<file path="src/rtl/win_state_pkg.sv">
package win_state_pkg;
  localparam int TT_W = 9;
  localparam logic [TT_W-1:0] TT_SPILL = 9'h080;
  localparam logic [TT_W-1:0] TT_FILL  = 9'h0C0;
  localparam logic [TT_W-1:0] TT_CLEAN = 9'h024;
  localparam logic [TT_W-1:0] TT_OTHER = 9'h020;

  typedef enum logic [2:0] {
    OP_NONE, OP_SAVE, OP_RESTORE, OP_FLUSH,
    OP_SAVED, OP_RESTORED, OP_CWPWR, OP_CTRWR
  } opKind_e;

  // Strobes from control to datapath
  typedef struct packed {
    logic csInc;
    logic csDec;
    logic crInc;
    logic crDec;
    logic owDec;
    logic clInc;
    logic ptrDown;
    logic ptrUp;
    logic ptrLoad;
    logic ctrLoad;
  } winStb_t;
endpackage

</file>
<file path="src/rtl/win_state_ctl.sv">
module win_state_ctl
  import win_state_pkg::*;
#(
  parameter int NWIN = 8,
  localparam int CW = $clog2(NWIN)
) (
  input  logic            clk,
  input  logic            rstN,
  input  logic            opSave,
  input  logic            opRestore,
  input  logic            opFlush,
  input  logic            opSaved,
  input  logic            opRestored,
  input  logic            cwpWrEn,
  input  logic            ctrWrEn,
  input  logic [5:0]      wstate,
  input  logic [CW-1:0]   canSave,
  input  logic [CW-1:0]   canRestore,
  input  logic [CW-1:0]   otherWin,
  input  logic [CW-1:0]   cleanWin,
  output winStb_t         stb,
  output logic            trapValid,
  output logic [TT_W-1:0] trapCode
);
  localparam logic [CW-1:0] FLUSH_OK = CW'(NWIN - 2);
  localparam logic [CW-1:0] CLEAN_MAX = CW'(NWIN - 1);

  opKind_e opKind;
  logic trapNext;
  logic [TT_W-1:0] codeNext;
  logic otherNz;
  logic [TT_W-1:0] handlerBits;

  // Precedence decode
  always_comb begin
    if (opSave)          opKind = OP_SAVE;
    else if (opRestore)  opKind = OP_RESTORE;
    else if (opFlush)    opKind = OP_FLUSH;
    else if (opSaved)    opKind = OP_SAVED;
    else if (opRestored) opKind = OP_RESTORED;
    else if (cwpWrEn)    opKind = OP_CWPWR;
    else if (ctrWrEn)    opKind = OP_CTRWR;
    else                 opKind = OP_NONE;
  end

  assign otherNz = (otherWin != '0);

  // Handler selection bits shared by spill and fill codes
  always_comb begin
    if (otherNz) handlerBits = TT_OTHER | TT_W'({wstate[5:3], 2'b00});
    else         handlerBits = TT_W'({wstate[2:0], 2'b00});
  end

  always_comb begin
    stb = '0;
    trapNext = 1'b0;
    codeNext = '0;
    unique case (opKind)
      OP_SAVE: begin
        if (canSave == '0) begin
          trapNext = 1'b1;
          codeNext = TT_SPILL | handlerBits;
        end else if (cleanWin == canRestore) begin
          trapNext = 1'b1;
          codeNext = TT_CLEAN;
        end else begin
          stb.csDec = 1'b1;
          stb.crInc = 1'b1;
          stb.ptrDown = 1'b1;
        end
      end
      OP_RESTORE: begin
        if (canRestore == '0) begin
          trapNext = 1'b1;
          codeNext = TT_FILL | handlerBits;
        end else begin
          stb.csInc = 1'b1;
          stb.crDec = 1'b1;
          stb.ptrUp = 1'b1;
        end
      end
      OP_FLUSH: begin
        if (canSave != FLUSH_OK) begin
          trapNext = 1'b1;
          codeNext = TT_SPILL | handlerBits;
        end
      end
      OP_SAVED: begin
        stb.csInc = 1'b1;
        if (otherNz) stb.owDec = 1'b1;
        else         stb.crDec = 1'b1;
      end
      OP_RESTORED: begin
        stb.crInc = 1'b1;
        stb.clInc = (cleanWin < CLEAN_MAX);
        if (otherNz) stb.owDec = 1'b1;
        else         stb.csDec = 1'b1;
      end
      OP_CWPWR: stb.ptrLoad = 1'b1;
      OP_CTRWR: stb.ctrLoad = 1'b1;
      default: ;
    endcase
  end

  always_ff @(posedge clk or negedge rstN) begin
    if (!rstN) begin
      trapValid <= 1'b0;
      trapCode <= '0;
    end else begin
      trapValid <= trapNext;
      trapCode <= codeNext;
    end
  end
endmodule

</file>
<file path="src/rtl/win_state_dp.sv">
module win_state_dp
  import win_state_pkg::*;
#(
  parameter int NWIN = 8,
  parameter int DW = 8,
  localparam int CW = $clog2(NWIN)
) (
  input  logic          clk,
  input  logic          rstN,
  input  winStb_t       stb,
  input  logic [DW-1:0] cwpWrData,
  input  logic [1:0]    ctrSel,
  input  logic [CW-1:0] ctrWrData,
  output logic [CW-1:0] canSave,
  output logic [CW-1:0] canRestore,
  output logic [CW-1:0] otherWin,
  output logic [CW-1:0] cleanWin,
  output logic [CW-1:0] cwpInt,
  output logic [CW-1:0] cwpArch
);
  localparam int NCTR = 4;
  localparam logic [CW-1:0] TOP = CW'(NWIN - 1);
  localparam logic [CW-1:0] RST_VAL [NCTR] = '{CW'(NWIN - 2), '0, '0, CW'(NWIN - 1)};

  logic [CW-1:0] ctr [NCTR];
  logic [NCTR-1:0] incVec;
  logic [NCTR-1:0] decVec;
  logic [CW-1:0] wrReduced;

  // Counter index: 0 can-save, 1 can-restore, 2 other, 3 clean
  assign incVec = {stb.clInc, 1'b0, stb.crInc, stb.csInc};
  assign decVec = {1'b0, stb.owDec, stb.crDec, stb.csDec};

  for (genvar i = 0; i < NCTR; i++) begin : g_ctr
    always_ff @(posedge clk or negedge rstN) begin
      if (!rstN) begin
        ctr[i] <= RST_VAL[i];
      end else if (stb.ctrLoad && (ctrSel == 2'(i))) begin
        ctr[i] <= ctrWrData;
      end else if (incVec[i] != decVec[i]) begin
        ctr[i] <= incVec[i] ? ctr[i] + 1'b1 : ctr[i] - 1'b1;
      end
    end
  end

  assign canSave = ctr[0];
  assign canRestore = ctr[1];
  assign otherWin = ctr[2];
  assign cleanWin = ctr[3];

  assign wrReduced = CW'(32'(cwpWrData) % NWIN);

  always_ff @(posedge clk or negedge rstN) begin
    if (!rstN) begin
      cwpInt <= '0;
    end else if (stb.ptrLoad) begin
      cwpInt <= TOP - wrReduced;
    end else if (stb.ptrDown) begin
      cwpInt <= (cwpInt == '0) ? TOP : cwpInt - 1'b1;
    end else if (stb.ptrUp) begin
      cwpInt <= (cwpInt == TOP) ? '0 : cwpInt + 1'b1;
    end
  end

  assign cwpArch = TOP - cwpInt;
endmodule

</file>
<file path="src/rtl/win_state_unit.sv">
module win_state_unit
  import win_state_pkg::*;
#(
  parameter int NWIN = 8,
  parameter int DW = 8,
  localparam int CW = $clog2(NWIN)
) (
  input  logic            clk,
  input  logic            rstN,
  input  logic            opSave,
  input  logic            opRestore,
  input  logic            opFlush,
  input  logic            opSaved,
  input  logic            opRestored,
  input  logic            cwpWrEn,
  input  logic [DW-1:0]   cwpWrData,
  input  logic            ctrWrEn,
  input  logic [1:0]      ctrSel,
  input  logic [CW-1:0]   ctrWrData,
  input  logic [5:0]      wstate,
  output logic [CW-1:0]   canSave,
  output logic [CW-1:0]   canRestore,
  output logic [CW-1:0]   otherWin,
  output logic [CW-1:0]   cleanWin,
  output logic [CW-1:0]   cwpInt,
  output logic [CW-1:0]   cwpArch,
  output logic            trapValid,
  output logic [TT_W-1:0] trapCode
);
  winStb_t stb;

  win_state_ctl #(.NWIN(NWIN)) u_ctl (
    .clk(clk), .rstN(rstN),
    .opSave(opSave), .opRestore(opRestore), .opFlush(opFlush),
    .opSaved(opSaved), .opRestored(opRestored),
    .cwpWrEn(cwpWrEn), .ctrWrEn(ctrWrEn), .wstate(wstate),
    .canSave(canSave), .canRestore(canRestore),
    .otherWin(otherWin), .cleanWin(cleanWin),
    .stb(stb), .trapValid(trapValid), .trapCode(trapCode)
  );

  win_state_dp #(.NWIN(NWIN), .DW(DW)) u_dp (
    .clk(clk), .rstN(rstN), .stb(stb),
    .cwpWrData(cwpWrData), .ctrSel(ctrSel), .ctrWrData(ctrWrData),
    .canSave(canSave), .canRestore(canRestore),
    .otherWin(otherWin), .cleanWin(cleanWin),
    .cwpInt(cwpInt), .cwpArch(cwpArch)
  );
endmodule

</file>
<file path="config.mk">
export PLATFORM = sky130hd
export DESIGN_NAME = win_state_unit
export DESIGN_NICKNAME = d
export VERILOG_FILES = /design/src/rtl/win_state_pkg.sv /design/src/rtl/win_state_ctl.sv /design/src/rtl/win_state_dp.sv /design/src/rtl/win_state_unit.sv
export SDC_FILE = /design/constraint.sdc
export NUM_CORES = 1
export LEC_CHECK = 0
export BUFFER_PORTS_ARGS = -buffer_cell sky130_fd_sc_hd__buf_4
export CORE_ASPECT_RATIO = 1.25
export CORE_MARGIN = 1.5
export CORE_UTILIZATION = 45
export CTS_CLUSTER_SIZE = 40
export DETAILED_ROUTE_END_ITERATION = 6
export GPL_ROUTABILITY_DRIVEN = 0
export GPL_TIMING_DRIVEN = 0
export PLACE_DENSITY = 0.76
export SLEW_MARGIN = 20
export SYNTH_ARGS = -nofsm -noshare
export SYNTH_HDL_FRONTEND = slang
export SYNTH_HIERARCHICAL = 1
export SYNTH_SLANG_ARGS = --single-unit
</file>
<file path="constraint.sdc">
create_clock -name clk -period 2.25 [get_ports clk]
set_input_delay 0.225 -clock clk [delete_from_list [all_inputs] [get_ports clk]]
set_output_delay 0.225 -clock clk [all_outputs]
set_load 0.01 [all_outputs]
</file>
After elaboration in Yosys (flattened, before gate mapping)
Index checks and enable logic that the tools add are counted.
{"block": "classes", "addsub": 10, "mul": 0, "n_div": 0, "n_lt_le_gt_ge": 1, "eq_ne": 15, "shift": 0, "n_mux": 49, "bitwise": 0, "reduce_logical": 15}
{"cell": "$mux W3", "n": 22}
{"cell": "$pmux W9 S3", "n": 1}
{"cell": "$mux W8", "n": 3}
{"cell": "$eq A3 B3 Y1 const B", "n": 5}
{"cell": "$mux W1", "n": 15}
{"cell": "$add A3 B1 Y3 const B", "n": 4}
{"cell": "$mux W6", "n": 2}
{"cell": "$sub A3 B1 Y3 const B", "n": 4}
{"cell": "$logic_not A3 Y1", "n": 3}
{"cell": "$reduce_bool A2 Y1", "n": 4}
{"cell": "$eq A3 B2 Y1 const B", "n": 2}
{"cell": "$reduce_bool A3 Y1", "n": 2}
{"cell": "$sub A3 B3 Y3 const A", "n": 2}
{"cell": "$eq A2 B2 Y1 const B", "n": 2}
{"cell": "$logic_and A1 B1 Y1", "n": 4}
{"cell": "$mux W2", "n": 2}
{"cell": "$pmux W1 S2", "n": 2}
{"cell": "$pmux W2 S2", "n": 1}
{"cell": "$eq A3 B1 Y1 const B", "n": 1}
{"cell": "$eq A3 B3 Y1", "n": 1}
{"cell": "$lt A3 B3 Y1 const B", "n": 1}
{"cell": "$ne A3 B3 Y1 const B", "n": 1}
{"cell": "$pmux W1 S3", "n": 1}
{"cell": "$eq A2 B1 Y1 const B", "n": 1}
{"cell": "other kinds (3)", "n": 4}
{"block": "word_totals", "ff_bits": 25, "latchBits": 0, "ram_bits": 0, "rom_bits": 0, "output_inout_bits": 28, "wordCells": 97, "memories": 0}

Longest topological paths before layout
{"block": "logic_depth", "word_depth": 12, "depth_mapped": 9}

Cells and area by module
The synthesis kept the hierarchy.
{"mod": "win_state_dp", "n_inst": 1, "cells_per_inst": 100, "area_per_inst_um2": 987.2, "seq_area_each_um2": 381.6}
{"mod": "win_state_ctl", "n_inst": 1, "cells_per_inst": 70, "area_per_inst_um2": 591.8, "seq_area_each_um2": 175.2}

Worst setup path before layout
Ideal clock, no wire load.
{"block": "synth_timing", "path_type": "reg2reg", "startpoint": "register u_dp.ctr, in the netlist u_dp/cleanWin[0]", "endpoint": "register u_dp.ctr, in the netlist u_dp/canRestore[2]", "setup_ns": 0.086, "arrival_ns": 2.196, "path_slack_ns": -0.032, "stages_incl_launch_ff": 10, "path_buffers": 0, "period_less_slack_ns": 2.282, "path_cell_list": "dfstp_2 -> xnor2_1 -> a31oi_1 -> inv_1 -> a21oi_1 -> inv_1 -> fa_1 -> and3b_1 -> o211a_1 -> nor3_1"}
{"item": "start: declaration", "line_no": "win_state_dp.sv:25", "rtl": "logic [CW-1:0] ctr [NCTR];"}
{"item": "start signal: indexed assignment", "line_no": "win_state_dp.sv:37", "rtl": "ctr[i] <= RST_VAL[i];"}
{"item": "start signal: indexed assignment", "line_no": "win_state_dp.sv:39", "rtl": "ctr[i] <= ctrWrData;"}
{"item": "start signal: indexed assignment", "line_no": "win_state_dp.sv:41", "rtl": "ctr[i] <= incVec[i] ? ctr[i] + 1'b1 : ctr[i] - 1'b1;"}

==> summary.md <==
| Metric | Value |
|---|---|
| Max Cap Viol | `0` |
| Worst Path Arrival | `2.34 ns` |
| CP top delay family | `flip-flops` |
| CP endpoint kind | `flip-flop` |
| CTS Buffer Depth | `2` |
| Critical Path RT | `2.40 ns` |
| Starting DRT DRC Count | `29` |
| Synth warn | `6` |
| Final period util | `a little over nine tenths` |
| Post-layout worst setup margin | `0.0565 ns` |
| Per-cell routed wire length | `between 10 and 15 um` |
| Worst path max stage delay | `around 0.58 ns` |
| Post-DRT Antenna Nets | `0` |
| Final min period | `between 2 and 2.5 ns` |
| CTS sink cnt | `22` |
| P_leak | `1.03 nW` |
| DR pass1 iterations | `4` |
| Dpl cell area | `0.00199 mm^2` |
| Hold Crit Class | `in -> reg` |
| Final hold slack | `between 0.1 and 0.15 ns` |
| First-pass GRT wire length | `just over 6000 um` |
| Final #Nets | `~270` |
| Synth Flop Type | `dfrtp_1` |
| Largest net degree at the start of global routing | `23` |
| Hold Path Origin | `cwpWrData[2]` |
| Global route total overflow | `0` |
| Final routed DRC violation total | `0` |
| Unrepaired setup endpoints after global routing | `yes` |
| Worst Tran Pin Value | `~0.62 ns` |
| Worst path slowest cell | `dfstp_2` |
| Die Y | `~69 um` |
| Cell mode on critical path | `inv_2` |
| Clk root buf | `clkbuf_8` |
| CP startpoint kind | `flip-flop` |
| Number of global-route vias before repair | `1438` |
| RR Startpoint | `u_dp/cleanWin[2]` |
| Post-synth EDFFs | `0` |
| Worst setup path category | `reg -> reg` |
| Flops & latches, synth | `22` |
| Post-Place Setup Slack | `-0.218 ns` |
| Area Overhead vs Synth | `39.8%` |
| I/O Buffers | `47` |
| Outcome | `complete, no violations` |
| All-Layer GR Usage | `between 10% and 20%` |
| Final Hold Fails | `0` |
| Antenna cell count | `0` |
| H-tree depth | `1` |
| Number of cells on the critical path | `9` |
| I/O pins | `56` |
| Peak supply drop | `approximately 0.00094 V` |
| Fin area | `0.00221 mm^2` |
| Vias | `~1.5k` |
| Reg2Reg Depth | `9` |
| Initial antenna violation count | `0` |
| CTS tree | `built` |
| Cells after Synth | `170` |
| Core box area | `~0.0033 mm^2` |
| Max frequency | `456 MHz` |
| Final slew viol count | `0` |
| Via density per instance | `between 5 and 6` |
| HPWL after DPL | `2670 um` |
| Worst-skew pair later-pin latency | `around 0.26 ns` |
| Initial Utilization | `48.1%` |
| Most frequent cells in the layout | `buf_4 (60), nor2_1 (15), inv_1 (14), dfrtp_1 (14), nand2_1 (11)` |
| Seq/Total Area, Yosys | `between 30% and 40%` |
| Pwr/cell area | `1270 mW/mm^2` |
| Die Area | `between 0.003 and 0.004 mm^2` |
| Critical path peak fanout | `2` |
| Yosys cell types | `just under 50` |
| Crit path launch | `u_dp/cleanWin[2]` |
| Critical path buffers and inverters | `2` |
| Total Wirelength | `between 3000 and 4000 um` |
| Slew Limit Headroom | `approximately three fifths` |
| Synthesized area | `0.00158 mm^2` |
| Commonest non-fill, non-tap cell in the layout | `buf_4` |
| Layout cells sized above 1 | `around 42%` |
| Worst Clk Skew | `~0.005 ns` |
| Die width | `56.0 um` |
| Hold path cells | `2` |
| Worst-path clk slew | `0.08 ns` |
| Post-Syn Area per Cell | `9.29 um^2` |
| Site Rows | `23` |
| Asr flop ratio synth | `100%` |
| TritonCTS Buffers | `3` |
| Final setup viols | `0` |
| CP Cell Sequence | `xnor2_2 > a31oi_2 > inv_2 > a21oi_4 > inv_2 > fa_2 > and3b_2 > nor4_4 > nor3_2` |
[per-layer routing]
layer,track usage [%],vias to the layer above,share of wire (%)
met2,34.2,49,51
met4,5.82,0,1.0
met3,2.43,4,4.8
met5,0,-,0
li1,-,717,-
met1,25.2,690,44
[where the power goes]
group / switching [mW] / total [mW] / leakage [nW] / internal (mW)
registers: 0.210 / 0.826 / 0.259 / 0.616
clock network: 0.130 / 0.286 / 0.0288 / 0.156
logic: 0.784 / 1.69 / 0.747 / 0.910
[cells by family (layout without fill, tap and decap cells)]
| family | count (synthesis) | count (layout) | synth area share [%] |
|---|---|---|---|
| simple gates | 60 | 60 | 23.3 |
| compound gates | 39 | 39 | 16.4 |
| flops | 22 | 22 | 35.3 |
| buf+inv | 20 | 82 | 5.55 |
| xor+xnor | 11 | 11 | 6.10 |
| mux | 9 | 9 | 5.86 |
| fa+ha+maj | 8 | 8 | 7.29 |
| other cells | 1 | 3 | 0.237 |
[final cells by class]
cell class | instances | area (um^2)
clock buffer | 4 | 55.1
sequential | 22 | 561
timing repair buffer | 58 | 438
buffer | 4 | 27.5
inverter | 16 | 60.1
fill | 287 | 1070
multi-input combinational | 130 | 1020
tap | 37 | 46.3
[sequential cells by signal, summed over array words and instances (netlist names)]
| name | cells |
|---|---|
| u_dp/cleanWin | 3 |
| u_dp/cwpInt | 3 |
| u_dp/canSave | 3 |
| u_dp/otherWin | 3 |
| u_ctl/trapCode | 6 |
| u_dp/canRestore | 3 |
| u_ctl/trapValid | 1 |
[path summary, 6_finish.rpt]
kind / slack [ns] / end
max: 0.06 / u_dp/canRestore[2]
min: 0.15 / u_dp/cwpInt[2]
max reg2reg: 0.06 / u_dp/canRestore[2]
min reg2reg: 0.64 / u_ctl/trapCode[6]
max in group asynchronous: 1.58 / u_dp/cleanWin[1]
min in group asynchronous: 0.39 / u_ctl/trapCode[5]
[stage by stage]
step	total power [mW]	utilization, %	setup TNS [ns]	std cells
3_3_place_gp	2.20	60.6	-0.332	256
6_report	2.81	67.3	0	271
5_1_grt	3.04	67.3	-0.0850	271
4_1_cts	2.63	64.4	-0.00906	266
3_5_place_dp	2.23	60.6	-0.407	256
2_1_floorplan	1.70	-	0	172
[synth_stat cells (2+ instances only)]
cell	number	area [um^2]
dfrtp_1	17	425
inv_1	16	60.1
nor2_1	16	60.1
nand2_1	11	41.3
a21oi_1	9	45.0
o21ai_0	8	40.0
mux2i_1	7	70.1
xnor2_1	7	61.3
ha_1	6	75.1
dfstp_2	5	131
nand3b_1	4	30.0
nor2b_1	4	25.0
nor3_1	4	20.0
o21ai_1	4	20.0
xor2_1	4	35.0
buf_4	3	22.5
a211oi_1	2	15.0
a311oi_1	2	17.5
a31oi_1	2	12.5
and3_1	2	12.5
and3b_1	2	17.5
fa_1	2	40.0
mux2_2	2	22.5
nand2b_1	2	12.5
nor3_2	2	20.0
nor3b_1	2	15.0
nor4_1	2	12.5
o22ai_1	2	12.5
[timing repair]
action,CTS,global route
hold buffers,1,0
endpoints found under the setup margin,2,2
cloned,0,0
hold endpoints to repair,17,0
buffers inserted,5,5
pin swaps,3,8
resized for setup,4,16
Note: power is estimated with default switching activity, not from simulation.
